`src/rtl/trap_pkg.sv`:
```
package trap_pkg;

  typedef enum logic [1:0] {
    PRV_U = 2'b00,
    PRV_S = 2'b01,
    PRV_M = 2'b11
  } priv_t;

  // Never let a delegated trap land below the running level.
  function automatic priv_t clamp_target(priv_t want, priv_t cur);
    return (want < cur) ? cur : want;
  endfunction

  // Level reached by a Machine return, read from the saved field.
  function automatic priv_t mret_dest(priv_t saved);
    return saved;
  endfunction

  // Level reached by a Supervisor return.
  function automatic priv_t sret_dest(logic spp);
    return spp ? PRV_S : PRV_U;
  endfunction

  // Saved-previous-privilege bit for a Supervisor trap.
  function automatic logic spp_of(priv_t from);
    return (from == PRV_S);
  endfunction

endpackage

```
`src/rtl/trap_deleg.sv`:
```
module trap_deleg
  import trap_pkg::*;
#(
  parameter int CODE_W  = 5,
  parameter bit HAS_S   = 1'b1,
  localparam int DELEG_W = 1 << CODE_W
) (
  input  logic               clk,
  input  logic               rst_n,
  input  logic               load,
  input  logic [DELEG_W-1:0] value,
  input  logic               trap_irq,
  input  logic               irq_to_s,
  input  logic [CODE_W-1:0]  code,
  input  priv_t              cur_priv,
  output priv_t              tgt_priv
);

  logic [DELEG_W-1:0] mask_q;
  logic               want_s;
  priv_t              want_lvl;

  always_ff @(posedge clk) begin
    if (!rst_n) mask_q <= '0;
    else if (load) mask_q <= value;
  end

  assign want_s   = HAS_S && (trap_irq ? irq_to_s : mask_q[code]);
  assign want_lvl = want_s ? PRV_S : PRV_M;
  assign tgt_priv = clamp_target(want_lvl, cur_priv);

endmodule

```
`src/rtl/trap_status.sv`:
```
module trap_status
  import trap_pkg::*;
#(
  parameter bit HAS_U = 1'b1
) (
  input  logic  clk,
  input  logic  rst_n,
  input  logic  trap_m,
  input  logic  trap_s,
  input  logic  do_mret,
  input  logic  do_sret,
  input  logic  mprv_wr,
  input  logic  mprv_val,
  output priv_t priv_q,
  output logic  mie_q,
  output logic  mpie_q,
  output priv_t mpp_q,
  output logic  sie_q,
  output logic  spie_q,
  output logic  spp_q,
  output logic  mprv_q
);

  localparam priv_t MPP_AFTER_RET = HAS_U ? PRV_U : PRV_M;

  priv_t mret_lvl;
  priv_t sret_lvl;

  assign mret_lvl = mret_dest(mpp_q);
  assign sret_lvl = sret_dest(spp_q);

  always_ff @(posedge clk) begin
    if (!rst_n) begin
      priv_q <= PRV_M;
      mie_q  <= 1'b0;
      mpie_q <= 1'b0;
      mpp_q  <= PRV_M;
      sie_q  <= 1'b0;
      spie_q <= 1'b0;
      spp_q  <= 1'b0;
      mprv_q <= 1'b0;
    end else if (trap_m) begin
      mpie_q <= mie_q;
      mie_q  <= 1'b0;
      mpp_q  <= priv_q;
      priv_q <= PRV_M;
    end else if (trap_s) begin
      spie_q <= sie_q;
      sie_q  <= 1'b0;
      spp_q  <= spp_of(priv_q);
      priv_q <= PRV_S;
    end else if (do_mret) begin
      mie_q  <= mpie_q;
      mpie_q <= 1'b1;
      priv_q <= mret_lvl;
      mpp_q  <= MPP_AFTER_RET;
      if (mret_lvl != PRV_M) mprv_q <= 1'b0;
    end else if (do_sret) begin
      sie_q  <= spie_q;
      spie_q <= 1'b1;
      priv_q <= sret_lvl;
      spp_q  <= 1'b0;
      mprv_q <= 1'b0;
    end else if (mprv_wr) begin
      mprv_q <= mprv_val;
    end
  end

  AST_TRAP_M_STACK: assert property (@(posedge clk) disable iff (!rst_n)
    trap_m |=> (!mie_q && mpie_q == $past(mie_q) && mpp_q == $past(priv_q) && priv_q == PRV_M));
  AST_TRAP_S_STACK: assert property (@(posedge clk) disable iff (!rst_n)
    trap_s |=> (!sie_q && spie_q == $past(sie_q) && spp_q == ($past(priv_q) == PRV_S) && priv_q == PRV_S));
  AST_S_NOT_FROM_M: assert property (@(posedge clk) disable iff (!rst_n)
    trap_s |-> priv_q != PRV_M);
  AST_MRET_STACK: assert property (@(posedge clk) disable iff (!rst_n)
    do_mret |=> (mie_q == $past(mpie_q) && mpie_q && priv_q == $past(mpp_q)));
  AST_SRET_STACK: assert property (@(posedge clk) disable iff (!rst_n)
    do_sret |=> (sie_q == $past(spie_q) && spie_q && !spp_q && !mprv_q));
  AST_TRAP_KEEPS_MPRV: assert property (@(posedge clk) disable iff (!rst_n)
    (trap_m || trap_s) |=> mprv_q == $past(mprv_q));
  AST_M_TRAP_KEEPS_S: assert property (@(posedge clk) disable iff (!rst_n)
    trap_m |=> (sie_q == $past(sie_q) && spie_q == $past(spie_q) && spp_q == $past(spp_q)));

endmodule

```
`src/rtl/trap_save.sv`:
```
module trap_save #(
  parameter int XLEN   = 32,
  parameter int CODE_W = 5
) (
  input  logic              clk,
  input  logic              rst_n,
  input  logic              wr,
  input  logic              irq,
  input  logic [CODE_W-1:0] code,
  input  logic [XLEN-1:0]   pc,
  input  logic              has_info,
  input  logic [XLEN-1:0]   info,
  output logic [XLEN-1:0]   cause_q,
  output logic [XLEN-1:0]   epc_q,
  output logic [XLEN-1:0]   tval_q
);

  localparam int PAD_W = XLEN - 1 - CODE_W;

  function automatic logic [XLEN-1:0] make_cause(logic is_irq, logic [CODE_W-1:0] c);
    return {is_irq, {PAD_W{1'b0}}, c};
  endfunction

  function automatic logic [XLEN-1:0] trap_value(logic present, logic [XLEN-1:0] v);
    return present ? v : '0;
  endfunction

  always_ff @(posedge clk) begin
    if (!rst_n) begin
      cause_q <= '0;
      epc_q   <= '0;
      tval_q  <= '0;
    end else if (wr) begin
      cause_q <= make_cause(irq, code);
      epc_q   <= pc;
      tval_q  <= trap_value(has_info, info);
    end
  end

  AST_TVAL_ZERO: assert property (@(posedge clk) disable iff (!rst_n)
    (wr && !has_info) |=> tval_q == '0);
  AST_SAVE_EPC: assert property (@(posedge clk) disable iff (!rst_n)
    wr |=> epc_q == $past(pc));
  AST_SAVE_HOLD: assert property (@(posedge clk) disable iff (!rst_n)
    !wr |=> ($stable(cause_q) && $stable(epc_q) && $stable(tval_q)));

endmodule

```
`src/rtl/trap_state_unit.sv`:
```
module trap_state_unit
  import trap_pkg::*;
#(
  parameter int              XLEN     = 32,
  parameter int              CODE_W   = 5,
  parameter bit              HAS_S    = 1'b1,
  parameter bit              HAS_U    = 1'b1,
  parameter logic [XLEN-1:0] RESET_PC = 32'h0000_1000,
  localparam int             DELEG_W  = 1 << CODE_W
) (
  input  logic               clk,
  input  logic               rst_n,
  input  logic               trap_req,
  input  logic               trap_irq,
  input  logic [CODE_W-1:0]  trap_code,
  input  logic [XLEN-1:0]    trap_pc,
  input  logic               trap_has_info,
  input  logic [XLEN-1:0]    trap_info,
  input  logic               irq_to_s,
  input  logic               mret_req,
  input  logic               sret_req,
  input  logic               deleg_load,
  input  logic [DELEG_W-1:0] deleg_value,
  input  logic               mprv_wr,
  input  logic               mprv_val,
  output logic [1:0]         priv,
  output logic               st_mie,
  output logic               st_mpie,
  output logic [1:0]         st_mpp,
  output logic               st_sie,
  output logic               st_spie,
  output logic               st_spp,
  output logic               st_mprv,
  output logic [XLEN-1:0]    mcause,
  output logic [XLEN-1:0]    mepc,
  output logic [XLEN-1:0]    mtval,
  output logic [XLEN-1:0]    scause,
  output logic [XLEN-1:0]    sepc,
  output logic [XLEN-1:0]    stval,
  output logic [XLEN-1:0]    pc_reset,
  output logic               redir_valid,
  output logic               redir_vector,
  output logic [1:0]         redir_level
);

  priv_t cur_priv;
  priv_t tgt_priv;
  priv_t mpp_lvl;
  priv_t redir_lvl_q;
  logic  trap_m;
  logic  trap_s;
  logic  do_mret;
  logic  do_sret;
  logic  any_event;

  assign trap_m    = trap_req && (tgt_priv == PRV_M);
  assign trap_s    = trap_req && (tgt_priv == PRV_S);
  assign do_mret   = mret_req;
  assign do_sret   = sret_req && HAS_S;
  assign any_event = trap_req || do_mret || do_sret;

  trap_deleg #(.CODE_W(CODE_W), .HAS_S(HAS_S)) u_deleg (
    .clk      (clk),
    .rst_n    (rst_n),
    .load     (deleg_load),
    .value    (deleg_value),
    .trap_irq (trap_irq),
    .irq_to_s (irq_to_s),
    .code     (trap_code),
    .cur_priv (cur_priv),
    .tgt_priv (tgt_priv)
  );

  trap_status #(.HAS_U(HAS_U)) u_status (
    .clk      (clk),
    .rst_n    (rst_n),
    .trap_m   (trap_m),
    .trap_s   (trap_s),
    .do_mret  (do_mret),
    .do_sret  (do_sret),
    .mprv_wr  (mprv_wr),
    .mprv_val (mprv_val),
    .priv_q   (cur_priv),
    .mie_q    (st_mie),
    .mpie_q   (st_mpie),
    .mpp_q    (mpp_lvl),
    .sie_q    (st_sie),
    .spie_q   (st_spie),
    .spp_q    (st_spp),
    .mprv_q   (st_mprv)
  );

  trap_save #(.XLEN(XLEN), .CODE_W(CODE_W)) u_msave (
    .clk      (clk),
    .rst_n    (rst_n),
    .wr       (trap_m),
    .irq      (trap_irq),
    .code     (trap_code),
    .pc       (trap_pc),
    .has_info (trap_has_info),
    .info     (trap_info),
    .cause_q  (mcause),
    .epc_q    (mepc),
    .tval_q   (mtval)
  );

  generate
    if (HAS_S) begin : g_ssave
      trap_save #(.XLEN(XLEN), .CODE_W(CODE_W)) u_ssave (
        .clk      (clk),
        .rst_n    (rst_n),
        .wr       (trap_s),
        .irq      (trap_irq),
        .code     (trap_code),
        .pc       (trap_pc),
        .has_info (trap_has_info),
        .info     (trap_info),
        .cause_q  (scause),
        .epc_q    (sepc),
        .tval_q   (stval)
      );
    end else begin : g_no_ssave
      assign scause = '0;
      assign sepc   = '0;
      assign stval  = '0;
    end
  endgenerate

  always_ff @(posedge clk) begin
    if (!rst_n) begin
      redir_valid  <= 1'b0;
      redir_vector <= 1'b0;
      redir_lvl_q  <= PRV_M;
    end else begin
      redir_valid  <= any_event;
      redir_vector <= trap_req;
      if (trap_req)      redir_lvl_q <= tgt_priv;
      else if (do_mret)  redir_lvl_q <= PRV_M;
      else if (do_sret)  redir_lvl_q <= PRV_S;
    end
  end

  assign priv        = cur_priv;
  assign st_mpp      = mpp_lvl;
  assign redir_level = redir_lvl_q;
  assign pc_reset    = RESET_PC;

  AST_ONE_EVENT: assert property (@(posedge clk) disable iff (!rst_n)
    $onehot0({trap_req, mret_req, sret_req}));
  AST_REDIR_PULSE: assert property (@(posedge clk) disable iff (!rst_n)
    any_event |=> (redir_valid && redir_vector == $past(trap_req)));
  AST_REDIR_IDLE: assert property (@(posedge clk) disable iff (!rst_n)
    !any_event |=> !redir_valid);
  AST_TRAP_LEVEL: assert property (@(posedge clk) disable iff (!rst_n)
    trap_req |=> (priv == redir_level));

endmodule

```
`config.mk`:
```
export PLATFORM = sky130hd
export DESIGN_NAME = trap_state_unit
export DESIGN_NICKNAME = d
export VERILOG_FILES = /design/src/rtl/trap_pkg.sv /design/src/rtl/trap_deleg.sv /design/src/rtl/trap_status.sv /design/src/rtl/trap_save.sv /design/src/rtl/trap_state_unit.sv
export SDC_FILE = /design/constraint.sdc
export NUM_CORES = 1
export LEC_CHECK = 0
export BUFFER_PORTS_ARGS = -buffer_cell sky130_fd_sc_hd__buf_2
export CORE_AREA = 2 2 137 139
export CTS_CLUSTER_DIAMETER = 50
export DETAILED_ROUTE_END_ITERATION = 10
export DIE_AREA = 0 0 139 141
export PLACE_DENSITY_LB_ADDON = 0.25
export SETUP_SLACK_MARGIN = 0.4
export SYNTH_ARGS = -nofsm -noshare
export SYNTH_HDL_FRONTEND = slang
export SYNTH_SLANG_ARGS = --single-unit
```
`constraint.sdc`:
```
create_clock -name clk -period 5.3 [get_ports clk]
set_clock_uncertainty 0.2 [all_clocks]
set_input_delay 0.53 -clock clk [delete_from_list [all_inputs] [get_ports clk]]
set_output_delay 0.53 -clock clk [all_outputs]
set_load 0.03 [all_outputs]
```
**Word-level counts from Yosys, hierarchy flattened**

Index checks and enable logic that the tools add are counted.

- Bits in registers: 186
- Output and inout port bits: 238
- Logic and storage cells: 79

- $lt $le $gt $ge: 2
- Reduce and logical (&&, ||, !) cells: 16
- Eq/ne operators: 7
- Bitwise logic cells: 3
- Multiplexer cells: 32

Operators by type and width:

| cell | number |
|---|---|
| 2-to-1 mux 32 bit | 1 |
| 2-to-1 mux 2 bit | 11 |
| 2-to-1 mux 1 bit | 19 |
| nonzero test 3 bit | 3 |
| < comparator 5 x 6 -> 1 bit (second input constant) | 1 |
| nonzero test 2 bit | 3 |
| binary-select mux 1 bit (select 5 bit) | 1 |
| equality test 2 x 1 -> 1 bit (second input constant) | 2 |
| inequality test 2 x 1 -> 1 bit (second input constant) | 2 |
| inequality test 2 bit (second input constant) | 2 |
| AND reduction 2 bit | 2 |
| AND reduction 4 bit | 1 |
| inverter 1 bit | 3 |
| AND reduction 3 bit | 1 |
| OR reduction 3 bit | 1 |
| equality test 2 bit (second input constant) | 1 |
| logical AND 1 bit | 2 |
| logical OR 1 bit | 2 |
| < comparator 2 bit | 1 |
| OR reduction 2 bit | 1 |

**Logic depth before layout (Yosys ltp)**

- Depth after elaboration: 10
- Gate-level depth with buffers: 10
- Depth with buffers taken out: 6

**Hierarchy**

Synthesis repeated with hierarchy kept, for this count alone.

- Cell total of the unflattened synthesis: 822
- Area, all modules: 8,284.2 µm²

By module, submodules not included:

| module | sequential area each (µm²) | area an instance (µm²) | cells each | instances |
|---|---|---|---|---|
| trap_save | 1,401.3 | 2,927.8 | 292 | 2 |
| trap_deleg | 640.6 | 1,550.2 | 138 | 1 |
| trap_status | 200.2 | 469.2 | 50 | 1 |
| trap_state_unit | 80.1 | 409.1 | 50 | 1 |

**Worst setup path after synthesis**

Ideal clock, no wire load.

- Kind: input port to flip-flop
- From: input port trap_code[1]
- To: register g_ssave.u_ssave.epc_q[19]
- Library setup time: 0.132 ns
- Path buffers: 3
- Cell stages on the path: 8
- Arrival time: 2.442 ns
- Data required time: 4.968 ns
- Setup slack: 2.526 ns
- Cells stage by stage: clkbuf_1 mux4_2 a221oi_4 a31oi_1 buf_2 buf_2 nand2_1 a21oi_1

- Cells in the longest elaborated chain, start to end: 8

Ends and longest elaborated chain:

| item | line | RTL |
|---|---|---|
| start, declared | trap_state_unit.sv:15 | `input logic [CODE_W-1:0] trap_code,` |
| binary-select mux 1 bit (select 5 bit) (*) | trap_deleg.sv:28 | `assign want_s = HAS_S && (trap_irq ? irq_to_s : mask_q[code]);` |
| 2-to-1 mux 1 bit (implied by the code) (*) | trap_deleg.sv:28 |  |
| 2-to-1 mux 1 bit (*) | trap_deleg.sv:28 |  |
| 2-to-1 mux 2 bit (*) | trap_deleg.sv:29 | `assign want_lvl = want_s ? PRV_S : PRV_M;` |
| < comparator 2 bit | trap_pkg.sv:11 | `return (want < cur) ? cur : want;` |
| 2-to-1 mux 2 bit (*) | trap_pkg.sv:11 |  |
| equality test 2 x 1 -> 1 bit (*) | trap_state_unit.sv:57 | `assign trap_s = trap_req && (tgt_priv == PRV_S);` |
| logical AND 1 bit (*) | trap_state_unit.sv:57 |  |
| end signal, assigned | trap_save.sv:35 | `epc_q <= pc;` |
| end, declared | trap_save.sv:14 | `output logic [XLEN-1:0] epc_q,` |

Mark *: on every way between the ends. The rest lies on a longest branch, timed or not. The select of a mux whose other input is x is not followed.
A chain may end at the register's enable or synchronous reset.

**Worst setup path after layout**

- From: input port trap_code[0]
- To: register g_ssave.u_ssave.tval_q[29]

- Cells in the longest elaborated chain, start to end: 8

Ends and longest elaborated chain:

| item | line | RTL |
|---|---|---|
| binary-select mux 1 bit (select 5 bit) (*) | trap_deleg.sv:28 |  |
| 2-to-1 mux 1 bit (implied by the code) (*) | trap_deleg.sv:28 |  |
| 2-to-1 mux 1 bit (*) | trap_deleg.sv:28 |  |
| 2-to-1 mux 2 bit (*) | trap_deleg.sv:29 |  |
| < comparator 2 bit | trap_pkg.sv:11 |  |
| 2-to-1 mux 2 bit (*) | trap_pkg.sv:11 |  |
| equality test 2 x 1 -> 1 bit (*) | trap_state_unit.sv:57 |  |
| logical AND 1 bit (*) | trap_state_unit.sv:57 |  |
| end signal, assigned | trap_save.sv:36 | `tval_q <= trap_value(has_info, info);` |
| end, declared | trap_save.sv:15 | `output logic [XLEN-1:0] tval_q` |

Marks and branches as above.

==> metrics.yaml <==
drtAntennaViolNets: 0
status: "finished clean"
critical_path_class: "in -> reg"
gp_congestion: 0.790
post-route-period-util_pct: 60.3
synthesis.area_sq_um: 7610
cp.required_ns: 5.45
coreArea_sq_um: 18300
cp-end-kind: "register"
cp_top_family: "compound AO/OA/AOI/OAI gates"
cp.buffers_inverters: 1
cts_buffers: 17
clk_path_buf_depth: 2
seq_area_frac_synth_pct: 48.9
maxCapViolations: 0
h-tree-depth: 4
worst_skew_pair.late_latency_ns: 0.43
ys_ff_latch: 186
drcViolationCount: 0
first_pass_iters: 6
async_reset_ff_share_pct: 0
overflow: 0
initial_core_util_pct: 41.7
numClockSinks: 186
hpwl_mm: 13.4
cts_resized: 0
crit_fanout: 72
die_x_um: 139
p_total_uw: 3300
hold_viol: 0
min_path_type: "in -> reg"
fin_ws_ns: 2.10
synth_top_cell_area_share_pct: 48.9
netlist_instances: 907
peakVddDrop_uv: 221
num_rows: 50
cts_hold_buf: 0
die-area_sq_um: 19600
powerDensity_nw_per_um2: 355
yosysWarnings: 0
dp_slack_ns: 1.63
synthFlopType: "dfxtp_1"
crit_slowest_cell: "a31o_4"
synth_edf_count: 0
avgViaCountPerCell: 4.79
cp_cell_sequence: "buf_2, mux2i_1, mux4_2, a221oi_4, a31o_4, nand3_1, a21oi_1"
whs_ns: 0.133
drtIter0Drc: 356
grt_usage_pct: 19.9
synth_top_area_cell: "dfxtp_1"
fmax_mhz: 313
fin_setup_tns_ns: 0
nNetsFinal: 1239
leakagePower_uw: 0.00430
startpoint_type: "primary input"
place_inst: 1342
layout-drive-gt1-share_pct: 27.4
vias: 6584
cp.arrival_ns: 3.35
cts_root_buffer: "clkbuf_16"
period_needed_ns: 3.20
die_h_um: 141
critPathMaxStageDelay_ns: 0.83
grt_pass1_wl_mm: 31.5
fillCellCount: 1807
clk_pin_slew_worst_paths_ns: 0.07
grt_pass1_vias: 5980
drt_wl_total_mm: 20.5
area_growth_pct: 22.3
ios: 350
cts_setup_buffers: 0
cts_tree: "done"
avgSynthCellArea_sq_um: 8.40
setup_viol: 0
synth_cell_types: 34
rsz0062_at_grt: "false"
layout.cells.non_filler: 1375
ys_top_cells_by_area: "dfxtp_1, nand2_1, a21oi_1, buf_4, mux2i_1"
maxSlewHeadroom_pct: 24.8
post_drt_wl_per_cell_um: 14.9
grt_max_degree: 82
tightest_slew_ns: 1.13
antenna_found_initial: 1
portBuffers: 265
maxSlewViolCount: 0
[path summary, 6_finish.rpt]
kind         cells after the start                         end                  startpoint  slack, ns
min reg2reg                      2  g_ssave.u_ssave.tval_q[25]  g_ssave.u_ssave.tval_q[25]       0.25
min                              3          u_deleg.mask_q[23]             deleg_value[23]       0.13
max                              7  g_ssave.u_ssave.tval_q[29]                trap_code[0]       2.10
max reg2reg                      6  g_ssave.u_ssave.tval_q[29]          u_deleg.mask_q[29]       2.35
[stage by stage]
step	cell area, sq um	utilization, %
after CTS	9310	51.0
after global routing	9320	51.0
after global placement	8690	47.6
after floorplan	7920	-
final	9320	51.0
after detailed placement	8690	47.6
[cell usage in the layout (no fill, tap or decap), types with 2 or more instances in the layout]
master	count
clkinv_2	2
inv_1	2
clkinv_4	2
bufinv_16	3
a32oi_1	2
o21ai_0	6
nand2b_1	2
nor2b_1	4
nand2_1	222
inv_6	3
buf_2	265
buf_4	4
a21oi_1	141
conb_1	84
a31o_4	2
nand3_1	71
mux2i_1	51
mux4_2	4
and3_1	2
and2_1	2
a31oi_4	2
a21boi_0	2
clkbuf_16	17
nor2_1	39
nor3_1	2
dfxtp_1	186
inv_8	3
o211a_1	2
[worst min-delay path, stage by stage]
cell and delay [ns]:
buf_2 0.08, mux2i_1 0.05, nor2_1 0.07
[area by class of cell]
type                       count  area (sq um)  area share (%)
sequential                   186          3720            40.0
multi-input combinational    650          3300            35.4
timing repair buffer         269          1360            14.6
clock buffer                  18           439            4.71
tap                          234           293            3.14
clock inverter                14           185            1.99
inverter                       3          13.8           0.148
antenna                        1          2.50          0.0269
[sequential cells by signal, indices dropped and copies added (netlist names), 2 cells and up]
name                     count
u_msave.cause_q              6
redir_level                  2
u_msave.epc_q               32
u_status.priv_q              2
g_ssave.u_ssave.cause_q      6
g_ssave.u_ssave.tval_q      32
u_msave.tval_q              32
u_deleg.mask_q              32
u_status.mpp_q               2
g_ssave.u_ssave.epc_q       32
[metal layers]
metal  routed length (um)  up-vias  part of all wire [%]  global-route usage (%)
li1                     -     3292                     -                       -
met1                 8920     3045                    44                    24.4
met3                 1170       29                   5.7                    4.96
met4                  445        0                   2.2                    8.19
met2                 9940      218                    49                    33.8
met5                    0        -                     0                       0
[power by group]
part           leakage, uW  total, uW  internal (uW)  switching [uW]
clock             0.000307       1360            770             587
sequential         0.00152       1480           1450            29.0
combinational      0.00248        463            124             339
total              0.00430       3300           2350             955
[synth_stat cells (3+ instances only)]
cell	count
nand2_1	222
buf_1	10
nand3_1	71
a21oi_1	141
mux4_2	4
clkbuf_1	35
dfxtp_1	186
buf_4	93
nor2b_1	4
a31oi_1	3
mux2i_1	51
inv_1	3
buf_2	11
o21ai_0	6
nor2_1	39
[logic make-up after synthesis]
kind of cell	synth area share, %
and+or+nand+nor	18.6
DFF	48.9
AOI/OAI and AO/OA	12.1
buffers and inverters	12.4
muxes	7.89
other	0.0986
Power figures use the tool's default switching activity.
